[config.mk]
export PLATFORM = sky130hd
export DESIGN_NAME = mstar_butterfly
export DESIGN_NICKNAME = d
export VERILOG_FILES = /design/src/rtl/mstar_pkg.sv /design/src/rtl/mstar_vpipe.sv /design/src/rtl/mstar_cand.sv /design/src/rtl/mstar_cmp.sv /design/src/rtl/mstar_corr.sv /design/src/rtl/mstar_butterfly.sv
export SDC_FILE = /design/constraint.sdc
export NUM_CORES = 1
export LEC_CHECK = 0
export BUFFER_PORTS_ARGS = -buffer_cell sky130_fd_sc_hd__buf_4
export CAP_MARGIN = 20
export CORE_AREA = 5 5 209 160
export CTS_BUF_LIST = sky130_fd_sc_hd__clkbuf_4
export DETAILED_ROUTE_END_ITERATION = 6
export DIE_AREA = 0 0 214 165
export PLACE_DENSITY_LB_ADDON = 0.25
export SLEW_MARGIN = 20
export SYNTH_ARGS = -nofsm -noshare
export SYNTH_HDL_FRONTEND = slang
export SYNTH_SLANG_ARGS = --single-unit
[constraint.sdc]
create_clock -name clk -period 3.6 [get_ports clk]
set_input_delay 0.72 -clock clk [delete_from_list [all_inputs] [get_ports clk]]
set_output_delay 0.72 -clock clk [all_outputs]
set_load 0.005 [all_outputs]
[src/rtl/mstar_pkg.sv]
// Package: shared definitions for the max-star butterfly.
// Assumes: metrics are two's complement; mode bit 1 means log-MAP.
package mstar_pkg;

    // Approximation applied by a lane's final stage
    typedef enum logic {
        MODE_MAXLOG = 1'b0,
        MODE_LOGMAP = 1'b1
    } mstar_mode_e;

    // Number of output lanes of one butterfly
    localparam int LANES = 2;

    // Number of register stages from input to output
    localparam int STAGES = 3;

endpackage

[src/rtl/mstar_vpipe.sv]
// Module: mstar_vpipe
// Carries the valid flag and the mode bit of each beat alongside the
// data stages. Bit i of the outputs belongs to the beat held in stage i+1.
// Assumes: DEPTH >= 2; reset clears every valid flag.
module mstar_vpipe #(
    parameter int DEPTH = 3
) (
    input  logic             clk,
    input  logic             rst_n,
    input  logic             in_valid,
    input  logic             in_mode,
    output logic [DEPTH-1:0] stage_valid,
    output logic [DEPTH-1:0] stage_mode
);

    // First stage captures the beat flags from the block inputs
    always_ff @(posedge clk) begin
        if (!rst_n) begin
            stage_valid[0] <= 1'b0;
            stage_mode[0]  <= 1'b0;
        end else begin
            stage_valid[0] <= in_valid;
            stage_mode[0]  <= in_valid ? in_mode : stage_mode[0];
        end
    end

    // Later stages shift the flags one step per cycle
    for (genvar i = 1; i < DEPTH; i++) begin : g_stage
        always_ff @(posedge clk) begin
            if (!rst_n) begin
                stage_valid[i] <= 1'b0;
                stage_mode[i]  <= 1'b0;
            end else begin
                stage_valid[i] <= stage_valid[i-1];
                stage_mode[i]  <= stage_valid[i-1] ? stage_mode[i-1] : stage_mode[i];
            end
        end
    end

endmodule

[src/rtl/mstar_cand.sv]
// Module: mstar_cand
// Stage 1: forms the four candidates a+x, b+x, a-x, b-x one bit wider
// than the metrics, so no overflow occurs. Lane 0 pairs a+x with b-x;
// lane 1 pairs b+x with a-x.
// Assumes: inputs are W-bit signed; registers load only on a valid beat.
module mstar_cand
    import mstar_pkg::*;
#(
    parameter int W = 16
) (
    input  logic                clk,
    input  logic                rst_n,
    input  logic                en,
    input  logic signed [W-1:0] met_a,
    input  logic signed [W-1:0] met_b,
    input  logic signed [W-1:0] met_x,
    output logic signed [W:0]   cand_p [LANES],
    output logic signed [W:0]   cand_q [LANES]
);

    logic signed [W:0] ext_a;
    logic signed [W:0] ext_b;
    logic signed [W:0] ext_x;

    // Sign-extend the operands to the candidate width
    always_comb begin
        ext_a = {met_a[W-1], met_a};
        ext_b = {met_b[W-1], met_b};
        ext_x = {met_x[W-1], met_x};
    end

    // Register the four sums and differences in their lane order
    always_ff @(posedge clk) begin
        if (!rst_n) begin
            for (int l = 0; l < LANES; l++) begin
                cand_p[l] <= '0;
                cand_q[l] <= '0;
            end
        end else if (en) begin
            cand_p[0] <= ext_a + ext_x;
            cand_q[0] <= ext_b - ext_x;
            cand_p[1] <= ext_b + ext_x;
            cand_q[1] <= ext_a - ext_x;
        end
    end

endmodule

[src/rtl/mstar_cmp.sv]
// Module: mstar_cmp
// Stage 2 of one lane: picks the larger of two candidates and keeps the
// magnitude of their difference for the correction lookup.
// Assumes: candidates are W+1-bit signed; the difference needs W+2 bits.
module mstar_cmp #(
    parameter int W = 16
) (
    input  logic                clk,
    input  logic                rst_n,
    input  logic                en,
    input  logic signed [W:0]   cand_p,
    input  logic signed [W:0]   cand_q,
    output logic signed [W:0]   larger,
    output logic        [W+1:0] gap
);

    logic signed [W+1:0] diff;
    logic        [W+1:0] diff_mag;

    // Signed difference and its absolute value
    always_comb begin
        diff     = {cand_p[W], cand_p} - {cand_q[W], cand_q};
        diff_mag = diff[W+1] ? $unsigned(-diff) : $unsigned(diff);
    end

    // Register the maximum and the gap for stage 3
    always_ff @(posedge clk) begin
        if (!rst_n) begin
            larger <= '0;
            gap    <= '0;
        end else if (en) begin
            larger <= diff[W+1] ? cand_q : cand_p;
            gap    <= diff_mag;
        end
    end

endmodule

[src/rtl/mstar_corr.sv]
// Module: mstar_corr
// Stage 3 of one lane: reads the correction for the candidate gap, adds
// it to the maximum when log-MAP is selected, and clamps to W bits.
// Assumes: table entry i sits at bits [i*CORR_W +: CORR_W] of CORR_TABLE;
// a gap indexing past TBL_DEPTH-1 receives no correction.
module mstar_corr #(
    parameter int                       W          = 16,
    parameter int                       CORR_W     = 4,
    parameter int                       TBL_DEPTH  = 8,
    parameter int                       IDX_SHIFT  = 2,
    parameter logic [TBL_DEPTH*CORR_W-1:0] CORR_TABLE = 32'h0011_2346
) (
    input  logic                clk,
    input  logic                rst_n,
    input  logic                en,
    input  logic                use_corr,
    input  logic signed [W:0]   larger,
    input  logic        [W+1:0] gap,
    output logic signed [W-1:0] result
);

    localparam int IDXW = (TBL_DEPTH > 1) ? $clog2(TBL_DEPTH) : 1;
    localparam int SW   = W + 2;
    localparam logic signed [SW-1:0] SAT_HI = {3'b000, {(W-1){1'b1}}};
    localparam logic signed [SW-1:0] SAT_LO = {3'b111, {(W-1){1'b0}}};

    logic [CORR_W-1:0] tbl [TBL_DEPTH];
    logic [SW-1:0]     step_idx;
    logic              in_range;
    logic [IDXW-1:0]   idx;
    logic [CORR_W-1:0] corr;
    logic signed [SW-1:0] total;
    logic signed [W-1:0]  clamped;

    // Unpack the table parameter into one entry per index
    for (genvar i = 0; i < TBL_DEPTH; i++) begin : g_tbl
        assign tbl[i] = CORR_TABLE[i*CORR_W +: CORR_W];
    end

    // Quantise the gap to a table index and read the correction
    always_comb begin
        step_idx = gap >> IDX_SHIFT;
        in_range = step_idx < SW'(TBL_DEPTH);
        idx      = step_idx[IDXW-1:0];
        corr     = (in_range && use_corr) ? tbl[idx] : '0;
    end

    // Add the correction in a widened sum and clamp to W bits
    always_comb begin
        total = {larger[W], larger} + {{(SW-CORR_W){1'b0}}, corr};
        if (total > SAT_HI) begin
            clamped = SAT_HI[W-1:0];
        end else if (total < SAT_LO) begin
            clamped = SAT_LO[W-1:0];
        end else begin
            clamped = total[W-1:0];
        end
    end

    // Output register of the lane
    always_ff @(posedge clk) begin
        if (!rst_n) begin
            result <= '0;
        end else if (en) begin
            result <= clamped;
        end
    end

endmodule

[src/rtl/mstar_butterfly.sv]
// Module: mstar_butterfly
// Three-stage max-star butterfly: candidates, compare, correct-and-clamp.
// One beat per cycle, fixed latency of STAGES cycles.
// Assumes: in_full_mode is sampled with in_valid and travels with its beat.
module mstar_butterfly
    import mstar_pkg::*;
#(
    parameter int                          METRIC_W   = 16,
    parameter int                          CORR_W     = 4,
    parameter int                          TBL_DEPTH  = 8,
    parameter int                          IDX_SHIFT  = 2,
    parameter logic [TBL_DEPTH*CORR_W-1:0] CORR_TABLE = 32'h0011_2346
) (
    input  logic                       clk,
    input  logic                       rst_n,
    input  logic                       in_valid,
    input  logic                       in_full_mode,
    input  logic signed [METRIC_W-1:0] metric_a,
    input  logic signed [METRIC_W-1:0] metric_b,
    input  logic signed [METRIC_W-1:0] branch,
    output logic                       out_valid,
    output logic signed [METRIC_W-1:0] out_0,
    output logic signed [METRIC_W-1:0] out_1
);

    logic [STAGES-1:0]          st_valid;
    logic [STAGES-1:0]          st_mode;
    logic signed [METRIC_W:0]   cand_p [LANES];
    logic signed [METRIC_W:0]   cand_q [LANES];
    logic signed [METRIC_W:0]   lane_max [LANES];
    logic        [METRIC_W+1:0] lane_gap [LANES];
    logic signed [METRIC_W-1:0] lane_res [LANES];
    mstar_mode_e                stage3_mode;

    // Valid and mode flags travelling with each beat
    mstar_vpipe #(.DEPTH(STAGES)) i_vpipe (
        .clk         (clk),
        .rst_n       (rst_n),
        .in_valid    (in_valid),
        .in_mode     (in_full_mode),
        .stage_valid (st_valid),
        .stage_mode  (st_mode)
    );

    // Stage 1: candidate sums and differences
    mstar_cand #(.W(METRIC_W)) i_cand (
        .clk    (clk),
        .rst_n  (rst_n),
        .en     (in_valid),
        .met_a  (metric_a),
        .met_b  (metric_b),
        .met_x  (branch),
        .cand_p (cand_p),
        .cand_q (cand_q)
    );

    // Mode of the beat entering stage 3
    assign stage3_mode = mstar_mode_e'(st_mode[1]);

    // Stages 2 and 3, one copy per output lane
    for (genvar l = 0; l < LANES; l++) begin : g_lane
        mstar_cmp #(.W(METRIC_W)) i_cmp (
            .clk    (clk),
            .rst_n  (rst_n),
            .en     (st_valid[0]),
            .cand_p (cand_p[l]),
            .cand_q (cand_q[l]),
            .larger (lane_max[l]),
            .gap    (lane_gap[l])
        );

        mstar_corr #(
            .W          (METRIC_W),
            .CORR_W     (CORR_W),
            .TBL_DEPTH  (TBL_DEPTH),
            .IDX_SHIFT  (IDX_SHIFT),
            .CORR_TABLE (CORR_TABLE)
        ) i_corr (
            .clk      (clk),
            .rst_n    (rst_n),
            .en       (st_valid[1]),
            .use_corr (stage3_mode == MODE_LOGMAP),
            .larger   (lane_max[l]),
            .gap      (lane_gap[l]),
            .result   (lane_res[l])
        );
    end

    // Drive the ports from the last stage
    assign out_valid = st_valid[STAGES-1];
    assign out_0     = lane_res[0];
    assign out_1     = lane_res[1];

endmodule

==> metrics.md <==
| Metric | Value |
|---|---|
| Outcome | `finished clean` |
| Remaining DRCs | `0` |
| FP Rows | `56` |
| Clock Skews | `0.03726 ns` |
| Placed cell areas | `13,450 µm²` |
| Pwr dens | `433.9 nW/µm²` |
| Routability cong. | `0.9234` |
| Root buffer cell | `clkbuf_4` |
| DP HPWL | `approximately 28,000 µm` |
| Clk pwr share | `21.0%` |
| RSZ-0062 raised after global routing | `yes` |
| Clock transition at path regs | `0.16 ns` |
| HP Class | `in -> reg` |
| Max Cap Viol | `0` |
| Reg2reg end | `g_lane[1].i_cmp.gap[6]` |
| Synth cell types | `86` |
| Switching fraction of total power | `40.93%` |
| Slew HR | `37.95%` |
| Worst setup SP type | `flop` |
| Final hold vios | `0` |
| Initial core utilization | `39.55%` |
| Crit. End Element | `flop` |
| # port buffers | `84` |
| Largest net degree at the start of global routing | `65` |
| Worst hold path stage count | `3` |
| WS Path Type | `reg -> reg` |
| Gate count after technology mapping | `1,589` |
| I/O Pins | `85` |
| Post-synthesis register bit count | `169` |
| GRT overflow | `0` |
| CTS Buffer Depth | `2` |
| Achievable Freq | `around 0.29 GHz` |
| WP data required | `4.13 ns` |
| Initial antenna violation count | `1` |
| Comb power frac | `42.7%` |
| Async S/R FF share, synth | `0%` |
| VDD IR max | `0.2256 mV` |
| Seq/Total Area, Yosys | `27.56%` |
| Tmin final | `3.447 ns` |
| Worst slack, placed | `-0.01426 ns` |
| H-tree depth | `4` |
| Layout cells sized above 1 | `13.65%` |
| Die area | `35,310 µm²` |
| Clk_lat worst skew | `0.62 ns` |
| Critical-path maximum fanout | `10` |
| FF/Latch Area | `3390 µm²` |
| Fill count | `3,108` |
| Tot GR Track Use | `19.86%` |
| Seq pwr share | `36.3%` |
| Sink Count | `169` |
| Hold worst-path end | `i_vpipe.stage_mode[0]` |
| Most used DFF post-synth | `dfxtp_1` |
| Core Footprint | `31,040 µm²` |
| Design Area, Final | `roughly 14,000 µm²` |
| Die W | `214 µm` |
| Number of flops mapped to enable cells by yosys | `0` |
| Post-route worst setup slack | `0.1531 ns` |
| R2R cell count | `12` |
| Worst Tran Pin Value | `between 0.9 and 1 ns` |
| Drt via density | `5.573` |
| Iter 0 DRT Violations | `about 840` |
| # setup viols final | `0` |
| Max Transition Viols Final | `0` |
| Initial DRT Pass Iterations | `5` |
| First-pass GRT wire length | `56,860 µm` |
| Worst EP arrival | `3.97 ns` |
| Hold Startpoint | `in_full_mode` |
| Post-Synthesis Net Count | `1,753` |
| Total net switching power | `2.477 mW` |
| Number of global-route vias before repair | `~10,000` |
| Avg Inst Size Synth | `roughly 7.7 µm²` |
| CTS tree | `built` |
| Area of the multi-input gates | `8302 µm²` |
| Fin nets | `around 1,800` |
| Critical R2R Launch | `i_cand.cand_q[1]` |
| Syn. warnings | `0` |
| Die H | `165 µm` |
| Area Overhead vs Synth | `13.59%` |
| Via count | `11,580` |
| Detail Route Antenna Nets | `0` |
| WL/cell | `17.37 µm` |
| Final period util | `95.75%` |
| Total Power | `6.050 mW` |
| Leakage | `5.594 nW` |
| Inserted Clock Buffers | `17` |
| Internal | `3.573 mW` |
| Total wire length | `36,090 µm` |
| Reg-to-reg setup timing slack | `0.15 ns` |
| Synthesized area | `around 12,000 µm²` |
## power groups by stage
stage | clock [mW] | combinational [mW] | sequential, mW
finish | 1.27 | 2.59 | 2.20
global route | 1.38 | 2.85 | 2.22
CTS | 1.30 | 2.50 | 2.19
detailed placement | 0 | 2.48 | 2.23
global placement | 0 | 2.46 | 2.23
floorplan | 0 | 1.77 | 2.17
## synth_stat cells, types with 5 or more instances
cell	number	share of area (%)
or3_1	21	1.1
nand3b_1	8	0.49
a31oi_1	31	1.6
ha_1	104	11
dfxtp_1	169	28
a211oi_1	63	3.9
nor2_1	209	6.4
or2_2	5	0.25
nand2_1	96	2.9
buf_2	5	0.20
nor4_1	8	0.41
nand2b_1	10	0.51
o31ai_1	6	0.37
o21ai_1	7	0.29
nand4_1	14	0.71
a311oi_1	13	0.93
a311o_1	5	0.41
o21a_1	19	1.2
nor2b_1	27	1.4
o211ai_1	11	0.67
xnor2_1	50	3.6
o21ai_0	83	3.4
fa_1	8	1.3
clkbuf_1	69	2.1
nor3b_1	6	0.37
nand3_1	44	1.8
o21bai_1	15	0.92
and2_1	12	0.61
a21oi_1	107	4.4
inv_1	115	3.5
xor2_1	27	1.9
buf_1	7	0.21
o22ai_1	16	0.82
nor4b_1	6	0.43
o31a_1	8	0.57
mux2i_1	20	1.6
a21o_1	10	0.61
and3_1	13	0.66
nor3_1	46	1.9
o221a_2	16	1.5
## flip-flops by register name, indices dropped and copies added (netlist names)
name,cells
i_vpipe.stage_mode,2
g_lane.i_cmp.larger,34
i_cand.cand_p,33
i_cand.cand_q,33
g_lane.i_cmp.gap,32
i_vpipe.stage_valid,3
g_lane.i_corr.result,32
## timing repair
action	CTS	global route
hold buffers	0	0
pin swaps	0	8
setup endpoints to repair	13	37
buffers inserted	0	2
gates cloned	0	2
gates resized for setup	1	31
## area by class of cell
class	instances	area share, %
Antenna cell	1	0.01795
Clock buffer	17	0.9153
Clock inverter	15	1.346
Inverter	117	3.159
Multi-Input combinational cell	1222	59.54
Sequential cell	169	24.31
Tap cell	406	3.643
Timing Repair Buffer	130	7.071
## critical path, stage by stage, from the launching register on
cell      delay (ns)
dfxtp_1         0.42
inv_1           0.06
ha_1            0.26
nor2b_1         0.15
o31a_1          0.31
o21ai_1         0.29
a31oi_1         0.16
o31a_1          0.30
o31ai_2         0.25
a22oi_1         0.25
buf_2           0.25
or3_1           0.38
a311oi_1        0.29
## worst max-delay path by stage
| stage | slack [ns] | depth (start not counted) | startpoint | end |
|---|---|---|---|---|
| floorplan | 0.23 | 15 | g_lane[1].i_cmp.gap[17] | g_lane[1].i_corr.result[4] |
| global placement | 0.07 | 14 | i_vpipe.stage_mode[1] | g_lane[1].i_corr.result[10] |
| detailed placement | -0.01 | 14 | i_vpipe.stage_mode[1] | g_lane[1].i_corr.result[8] |
| CTS | 0.02 | 15 | i_vpipe.stage_mode[1] | g_lane[1].i_corr.result[8] |
| global route | -0.04 | 15 | i_cand.cand_q[17] | g_lane[1].i_cmp.gap[17] |
| finish | 0.15 | 12 | i_cand.cand_q[1] | g_lane[1].i_cmp.gap[6] |
## cell usage in the layout, fill, tap and decap left out, drive strengths merged, types with 21 or more instances in the layout
cell	instances
nor2	209
inv	121
ha	104
dfxtp	169
or3	21
nor3	47
a21oi	107
buf	129
xnor2	50
nand2	97
o21ai	91
a31oi	31
nand3	44
a211oi	64
nor2b	27
xor2	27
## routing by layer
metal / vias up / global-route usage (%) / wire length [µm]
met5: - / 0 / 0
met4: 0 / 5.063 / 614
met3: 28 / 2.767 / 1687
met2: 285 / 30.22 / 15110
met1: 5398 / 29.62 / 18680
li1: 5865 / - / -
## kinds of logic (layout without fill, tap and decap cells)
logic type	after synthesis	in the layout	synth area share (%)
muxes	22	22	1.814
adders and majority gates	112	112	11.90
and+or+nand+nor	543	544	21.34
buffers and inverters	199	279	6.167
AOI/OAI and AO/OA	467	467	25.72
other	0	1	0
xor gates and xnor gates	77	77	5.494
DFF	169	169	27.56
## metrics by stage
step           instances  setup TNS (ns)  hold slack, ns  utilization (%)
3_5_place_dp        2039        -0.01426          0.4522            43.32
6_report            2077               0          0.3326            44.92
5_1_grt             2077        -0.04161          0.3094            44.92
3_3_place_gp        2039               0          0.4451            43.32
4_1_cts             2071               0          0.2870            44.35
2_1_floorplan       1589               0          0.4319                -
Note: power is estimated with default switching activity, not from simulation.
